<file path="src/rtl/coh_pkg.sv">
package coh_pkg;
  typedef enum logic [2:0] {
    LS_INV = 3'd0,
    LS_SHR = 3'd1,
    LS_EXC = 3'd2,
    LS_OWN = 3'd3,
    LS_MOD = 3'd4
  } lstate_e;

  typedef enum logic [1:0] {
    CP_LOAD  = 2'd0,
    CP_STORE = 2'd1,
    CP_EVICT = 2'd2,
    CP_NOP   = 2'd3
  } cpu_op_e;

  typedef enum logic [1:0] {
    BO_READ = 2'd0,
    BO_RDX  = 2'd1,
    BO_UPG  = 2'd2,
    BO_NONE = 2'd3
  } bus_op_e;
endpackage

</file>
<file path="src/rtl/coh_cpu_fsm.sv">
module coh_cpu_fsm
  import coh_pkg::*;
(
  input  lstate_e cur,
  input  cpu_op_e op,
  input  logic    shared_in,
  output lstate_e nxt,
  output logic    bus_v,
  output bus_op_e bus_op,
  output logic    wb
);
  always_comb begin
    nxt    = cur;
    bus_v  = 1'b0;
    bus_op = BO_NONE;
    wb     = 1'b0;
    unique case (op)
      CP_LOAD: begin
        if (cur == LS_INV) begin
          bus_v  = 1'b1;
          bus_op = BO_READ;
          nxt    = shared_in ? LS_SHR : LS_EXC;
        end
      end
      CP_STORE: begin
        nxt = LS_MOD;
        if (cur == LS_INV) begin
          bus_v  = 1'b1;
          bus_op = BO_RDX;
        end else if (cur == LS_SHR || cur == LS_OWN) begin
          bus_v  = 1'b1;
          bus_op = BO_UPG;
        end
      end
      CP_EVICT: begin
        wb  = (cur == LS_MOD) || (cur == LS_OWN);
        nxt = LS_INV;
      end
      default: nxt = cur;
    endcase
  end
endmodule

</file>
<file path="src/rtl/coh_snoop_fsm.sv">
module coh_snoop_fsm
  import coh_pkg::*;
(
  input  lstate_e cur,
  input  bus_op_e op,
  output lstate_e nxt,
  output logic    shared_o,
  output logic    dirty_o,
  output logic    supply_o
);
  logic valid_line;
  logic dirty_line;

  assign valid_line = (cur != LS_INV);
  assign dirty_line = (cur == LS_MOD) || (cur == LS_OWN);

  always_comb begin
    nxt      = cur;
    shared_o = 1'b0;
    dirty_o  = 1'b0;
    supply_o = 1'b0;
    unique case (op)
      BO_READ: begin
        shared_o = valid_line;
        dirty_o  = dirty_line;
        supply_o = dirty_line;
        if (cur == LS_MOD)      nxt = LS_OWN;
        else if (cur == LS_EXC) nxt = LS_SHR;
      end
      BO_RDX: begin
        dirty_o  = dirty_line;
        supply_o = dirty_line;
        nxt      = LS_INV;
      end
      BO_UPG: begin
        dirty_o = dirty_line;
        nxt     = LS_INV;
      end
      default: nxt = cur;
    endcase
  end
endmodule

</file>
<file path="src/rtl/coh_line_ctrl.sv">
module coh_line_ctrl
  import coh_pkg::*;
#(
  parameter int LINES = 8,
  localparam int IDX_W = (LINES > 1) ? $clog2(LINES) : 1
) (
  input  logic             clk,
  input  logic             rst_n,
  input  logic             cpu_valid,
  input  logic [1:0]       cpu_op,
  input  logic [IDX_W-1:0] cpu_idx,
  output logic             cpu_done,
  output logic [2:0]       cpu_state,
  output logic             bus_req_valid,
  output logic [1:0]       bus_req_op,
  input  logic             bus_shared_in,
  output logic             wb_req,
  input  logic             snp_valid,
  input  logic [1:0]       snp_op,
  input  logic [IDX_W-1:0] snp_idx,
  output logic             snp_shared_out,
  output logic             snp_dirty_out,
  output logic             snp_supply
);
  lstate_e st_q [LINES];

  cpu_op_e cop;
  bus_op_e sop;
  lstate_e cpu_cur, snp_cur, cpu_nxt, snp_nxt;
  logic    c_bus_v, c_wb;
  bus_op_e c_bus_op;
  logic    s_sh, s_dirty, s_sup;
  logic    snp_act, collide, cpu_fire;

  assign cop      = cpu_op_e'(cpu_op);
  assign sop      = bus_op_e'(snp_op);
  assign cpu_cur  = st_q[cpu_idx];
  assign snp_cur  = st_q[snp_idx];
  assign snp_act  = snp_valid && (sop != BO_NONE);
  assign collide  = snp_act && (snp_idx == cpu_idx);
  assign cpu_fire = cpu_valid && (cop != CP_NOP) && !collide;

  coh_cpu_fsm u_cpu (
    .cur      (cpu_cur),
    .op       (cop),
    .shared_in(bus_shared_in),
    .nxt      (cpu_nxt),
    .bus_v    (c_bus_v),
    .bus_op   (c_bus_op),
    .wb       (c_wb)
  );

  coh_snoop_fsm u_snp (
    .cur     (snp_cur),
    .op      (sop),
    .nxt     (snp_nxt),
    .shared_o(s_sh),
    .dirty_o (s_dirty),
    .supply_o(s_sup)
  );

  assign cpu_done       = cpu_fire;
  assign cpu_state      = cpu_cur;
  assign bus_req_valid  = cpu_fire && c_bus_v;
  assign bus_req_op     = c_bus_op;
  assign wb_req         = cpu_fire && c_wb;
  assign snp_shared_out = snp_act && s_sh;
  assign snp_dirty_out  = snp_act && s_dirty;
  assign snp_supply     = snp_act && s_sup;

  for (genvar i = 0; i < LINES; i++) begin : g_line
    lstate_e st_d;
    logic    st_en;

    always_comb begin
      st_en = 1'b0;
      st_d  = st_q[i];
      if (snp_act && (snp_idx == IDX_W'(i))) begin
        st_en = 1'b1;
        st_d  = snp_nxt;
      end else if (cpu_fire && (cpu_idx == IDX_W'(i))) begin
        st_en = 1'b1;
        st_d  = cpu_nxt;
      end
    end

    always_ff @(posedge clk or negedge rst_n) begin
      if (!rst_n)     st_q[i] <= LS_INV;
      else if (st_en) st_q[i] <= st_d;
    end
  end

  // a read miss fills according to the sampled shared line
  a_r2_fill_state: assert property (@(posedge clk) disable iff (!rst_n)
    (cpu_fire && cop == CP_LOAD && cpu_cur == LS_INV)
    |=> st_q[$past(cpu_idx)] == ($past(bus_shared_in) ? LS_SHR : LS_EXC));

  // exclusive store upgrades without any bus traffic
  a_r5_silent_upgrade: assert property (@(posedge clk) disable iff (!rst_n)
    (cpu_fire && cop == CP_STORE && cpu_cur == LS_EXC) |-> !bus_req_valid);

  // a write-back leaves the line invalid
  a_r6_wb_leaves_inv: assert property (@(posedge clk) disable iff (!rst_n)
    wb_req |=> st_q[$past(cpu_idx)] == LS_INV);

  // snooped read of a modified line keeps ownership of dirty data
  a_r8_mod_to_own: assert property (@(posedge clk) disable iff (!rst_n)
    (snp_act && sop == BO_READ && snp_cur == LS_MOD)
    |=> st_q[$past(snp_idx)] == LS_OWN);

  // exclusive-intent snoops invalidate the local copy
  a_r9_snoop_inval: assert property (@(posedge clk) disable iff (!rst_n)
    (snp_act && (sop == BO_RDX || sop == BO_UPG))
    |=> st_q[$past(snp_idx)] == LS_INV);

  // supplying data always comes with the dirty indication
  a_r10_supply_dirty: assert property (@(posedge clk) disable iff (!rst_n)
    snp_supply |-> snp_dirty_out);

  // same-index collision blocks the processor side
  a_r11_collide: assert property (@(posedge clk) disable iff (!rst_n)
    (snp_act && cpu_valid && snp_idx == cpu_idx)
    |-> (!cpu_done && !bus_req_valid && !wb_req));
endmodule

</file>
<file path="config.mk">
export PLATFORM = sky130hd
export DESIGN_NAME = coh_line_ctrl
export DESIGN_NICKNAME = d
export VERILOG_FILES = /design/src/rtl/coh_pkg.sv /design/src/rtl/coh_cpu_fsm.sv /design/src/rtl/coh_snoop_fsm.sv /design/src/rtl/coh_line_ctrl.sv
export SDC_FILE = /design/constraint.sdc
export NUM_CORES = 1
export LEC_CHECK = 0
export BUFFER_PORTS_ARGS = -buffer_cell sky130_fd_sc_hd__buf_2
export CORE_ASPECT_RATIO = 2
export CORE_UTILIZATION = 58
export DETAILED_ROUTE_END_ITERATION = 8
export GPL_ROUTABILITY_DRIVEN = 0
export PLACE_DENSITY = 0.85
export SETUP_SLACK_MARGIN = 0.5
export SYNTH_ARGS = -nofsm -noshare
export SYNTH_HDL_FRONTEND = slang
export SYNTH_SLANG_ARGS = --single-unit
</file>
<file path="constraint.sdc">
create_clock -name clk -period 2.55 [get_ports clk]
set_input_delay 0 -clock clk [delete_from_list [all_inputs] [get_ports clk]]
set_output_delay 0 -clock clk [all_outputs]
set_load 0.005 [all_outputs]
</file>
==> metrics.log <==
INFO  metric failed_checks = DRC
INFO  metric ys_types = 56
INFO  metric detailroute.wirelength.met3 = 418 um
INFO  metric antenna_cells = 0
INFO  metric grt_antenna_before_repair = 0
INFO  metric synthesis.instances = 210
INFO  metric grt.overflow.total = 0
INFO  metric finalSetupViolCount = 0
INFO  metric route.layer.met1.wl = 1.97 mm
INFO  metric worstPathRequired = 2.71 ns
INFO  metric holdWs = 0.266 ns
INFO  metric tritoncts = done
INFO  metric synth-main-ff-cell = sky130_fd_sc_hd__dfrtp_1
INFO  metric core = 3380 um^2
INFO  metric part_of_the_power_in_the_clock_network = roughly a fifth
INFO  metric synth_warnings = 0
INFO  metric timing.final.crit_period = 1.99 ns
INFO  metric leakagePower = 0.864 nW
INFO  metric synth-seq-cells = 24
INFO  metric critical_path.max_fanout = 8
INFO  metric timing.critical_path.from_type = flip-flop
INFO  metric core.rowCount = 30
INFO  metric seqPwrFrac = 39.4%
INFO  metric start_util = 60.6%
INFO  metric antenna_left = 0
INFO  metric drt_first_iter_violations = 152
INFO  metric first_pass_iters = 9
INFO  metric worst_pin_slew = 0.555 ns
INFO  metric synth_enable_flop_cells = 0
INFO  metric post_route_cells_drive_above_1_share = a little over a quarter
INFO  metric route.vias.total = 2010
INFO  metric switchingPower = 0.000503 W
INFO  metric clkTransAtPathRegs = 0.08 ns
INFO  metric pin_count_of_the_biggest_net_entering_global_routing = 25
INFO  metric combinationalPowerShare = 41.0%
INFO  metric remaining_drc_errors = 3
INFO  metric hp-class = in -> async
INFO  metric intPower = slightly above 0.0008 W
INFO  metric clkLatencyLatePin = 0.26 ns
INFO  metric final_max_slew_viol_count = 0
INFO  metric ctsRootBufferMaster = sky130_fd_sc_hd__clkbuf_8
INFO  metric nNetsFinal = between 200 and 250
INFO  metric highest_signal_layer = met4
INFO  metric met2RoutedLength = 3.25 mm
INFO  metric clock_path_buffers = 2
INFO  metric power.share.switching = 38.1%
INFO  metric ys_async_sr_fraction = 100%
INFO  metric regMostFlops = st_q
INFO  metric peak_supply_drop = roughly 440 uV
INFO  metric fmax = 502 MHz
INFO  metric routed_wl = just over 6 mm
INFO  metric fillerInstances = 258
INFO  metric ys_seq_area_share = 29.3%
INFO  metric worst_slew_margin_rel = between 60% and 70%
INFO  metric syn-num-nets = 225
INFO  metric worst_ep_arrival_time = 2.15 ns
INFO  metric min_period_over_period = about four fifths
INFO  metric setup.worst_path.class = reg -> reg
INFO  metric setup.worst_path.end_class = flip-flop
INFO  metric wire_per_inst = 23.3 um
INFO  metric grt_setup_unrepaired = true
INFO  metric dp_hpwl = 4.63 mm
INFO  metric skew = between 0.002 and 0.0025 ns
INFO  metric wire_length_of_the_first_global_routing_pass = 9.83 mm
INFO  metric syn_avg_cell_area = ~10 um^2
INFO  metric die-width = 44.0 um
INFO  metric startpoint = st_q[13]
INFO  metric timing.final.hold_violations = 0
INFO  metric max_cap_check_violation_count = 0
INFO  metric gr-usage-all-layers = 35.1%
INFO  metric placement.io_buffers = 25
INFO  metric grt_pass1_vias = between 2000 and 2500
INFO  metric max_ffs_per_register = 24
INFO  metric synth_area = 2050 um^2
INFO  metric die_height = 86.0 um
INFO  metric cts_sinks = 24
INFO  metric die_area = around 3800 um^2
INFO  metric area.growth.synth_to_final = 8.56%
INFO  metric htree_num_levels = 1
INFO  metric crit-reg2reg-launch = st_q[13]
INFO  metric run_status = complete, but fails checks
INFO  metric top_regs = st_q (24)
INFO  metric avgViaCountPerCell = roughly 7.7
INFO  metric num_io_pins = 26
INFO  metric pwr_density_cell = 594 nW/um^2
INFO  metric cts_buffers = 3
INFO  metric setup_tns = 0 ns
## path summary, 6_finish.rpt
check / cells past startpoint / endpoint / slack [ns]
worst max-delay path: 6 / st_q[22] / 0.56
worst min-delay path: 2 / st_q[10] / 0.27
worst max register to register: 6 / st_q[22] / 0.56
worst min register to register: 2 / st_q[16] / 0.54
max in group asynchronous: 2 / st_q[19] / 1.91
min in group clk: 3 / snp_supply / 0.27
## layer usage
| metal | up-vias | global-route usage [%] |
|---|---|---|
| met5 | - | 0 |
| met2 | 128 | 60.7 |
| met4 | 0 | 24.0 |
| met1 | 964 | 38.5 |
| met3 | 45 | 2.95 |
| li1 | 873 | - |
## Yosys cell counts, drive strengths merged (4+ instances only)
master	instances	area [um^2]
o211ai	9	67.6
a21oi	5	28.8
nor2b	4	25.0
mux2i	11	148
dfrtp	24	601
clkbuf	5	18.8
buf	9	63.8
nand3	13	65.1
o21ai	4	20.0
nor2	13	48.8
and2	4	27.5
nor3	7	35.0
mux4	7	158
o221ai	22	243
inv	4	15.0
nand2	22	82.6
## cells in the final DEF, fill, tap and decap left out, types with 6 or more instances in the layout
cell                       instances
sky130_fd_sc_hd__nand3_1          13
sky130_fd_sc_hd__mux4_2            7
sky130_fd_sc_hd__o221ai_1         14
sky130_fd_sc_hd__buf_2            25
sky130_fd_sc_hd__nand2_1          22
sky130_fd_sc_hd__nor3_1            6
sky130_fd_sc_hd__o211ai_1          9
sky130_fd_sc_hd__o221ai_2          8
sky130_fd_sc_hd__nor2_1           13
sky130_fd_sc_hd__dfrtp_1          24
sky130_fd_sc_hd__mux2i_1           8
## cell families (layout without fill, tap and decap cells)
group | count (synthesis) | in the layout | share of synthesized area [%]
AND/OR/NAND/NOR | 77 | 77 | 18.6
multiplexers | 19 | 19 | 15.6
buffers and inverters | 19 | 38 | 4.95
XOR/XNOR | 4 | 4 | 1.71
flip-flops | 24 | 24 | 29.3
AO/OA/AOI/OAI | 67 | 67 | 29.8
## critical path, cell delays in order (launching register included)
cell	delay (ns)
sky130_fd_sc_hd__dfrtp_1	0.43
sky130_fd_sc_hd__mux4_2	0.58
sky130_fd_sc_hd__mux2i_4	0.20
sky130_fd_sc_hd__buf_4	0.15
sky130_fd_sc_hd__mux2_4	0.21
sky130_fd_sc_hd__nor2_1	0.05
sky130_fd_sc_hd__a221o_1	0.25
## what timing repair did
action	in CTS	in global routing
hold buffers	1	0
endpoints found under the setup margin	0	4
resized for setup	0	1
hold endpoints to repair	24	0
buffers inserted	0	2
## cell type report
class	instances	area (um^2)	area share [%]
well taps	32	40.0	1.80
repair buffers	29	158	7.09
clock buffers	4	55.1	2.48
inverters	5	18.8	0.845
multi-input cells	167	1350	60.8
flip-flops and latches	24	601	27.0
## per-stage QoR
stage                     utilization [%]  total power (W)  area (um^2)  instances  setup WS [ns]
after global placement               63.3          0.00102         2140        254          0.620
after detailed placement             63.3          0.00104         2140        254          0.588
after floorplan                         -         0.000905         2050        210          0.779
after global routing                 65.8          0.00138         2220        261          0.457
after CTS                            65.2          0.00129         2200        259          0.552
final                                65.8          0.00132         2220        261          0.560
## power groups by stage
stage / clock network [W] / registers [W] / logic, W
floorplan: 0 / 0.000492 / 0.000413
global placement: 0 / 0.000519 / 0.000504
detailed placement: 0 / 0.000523 / 0.000514
CTS: 0.000260 / 0.000514 / 0.000518
global route: 0.000278 / 0.000521 / 0.000580
finish: 0.000258 / 0.000521 / 0.000542
Note: power is estimated with default switching activity, not from simulation.
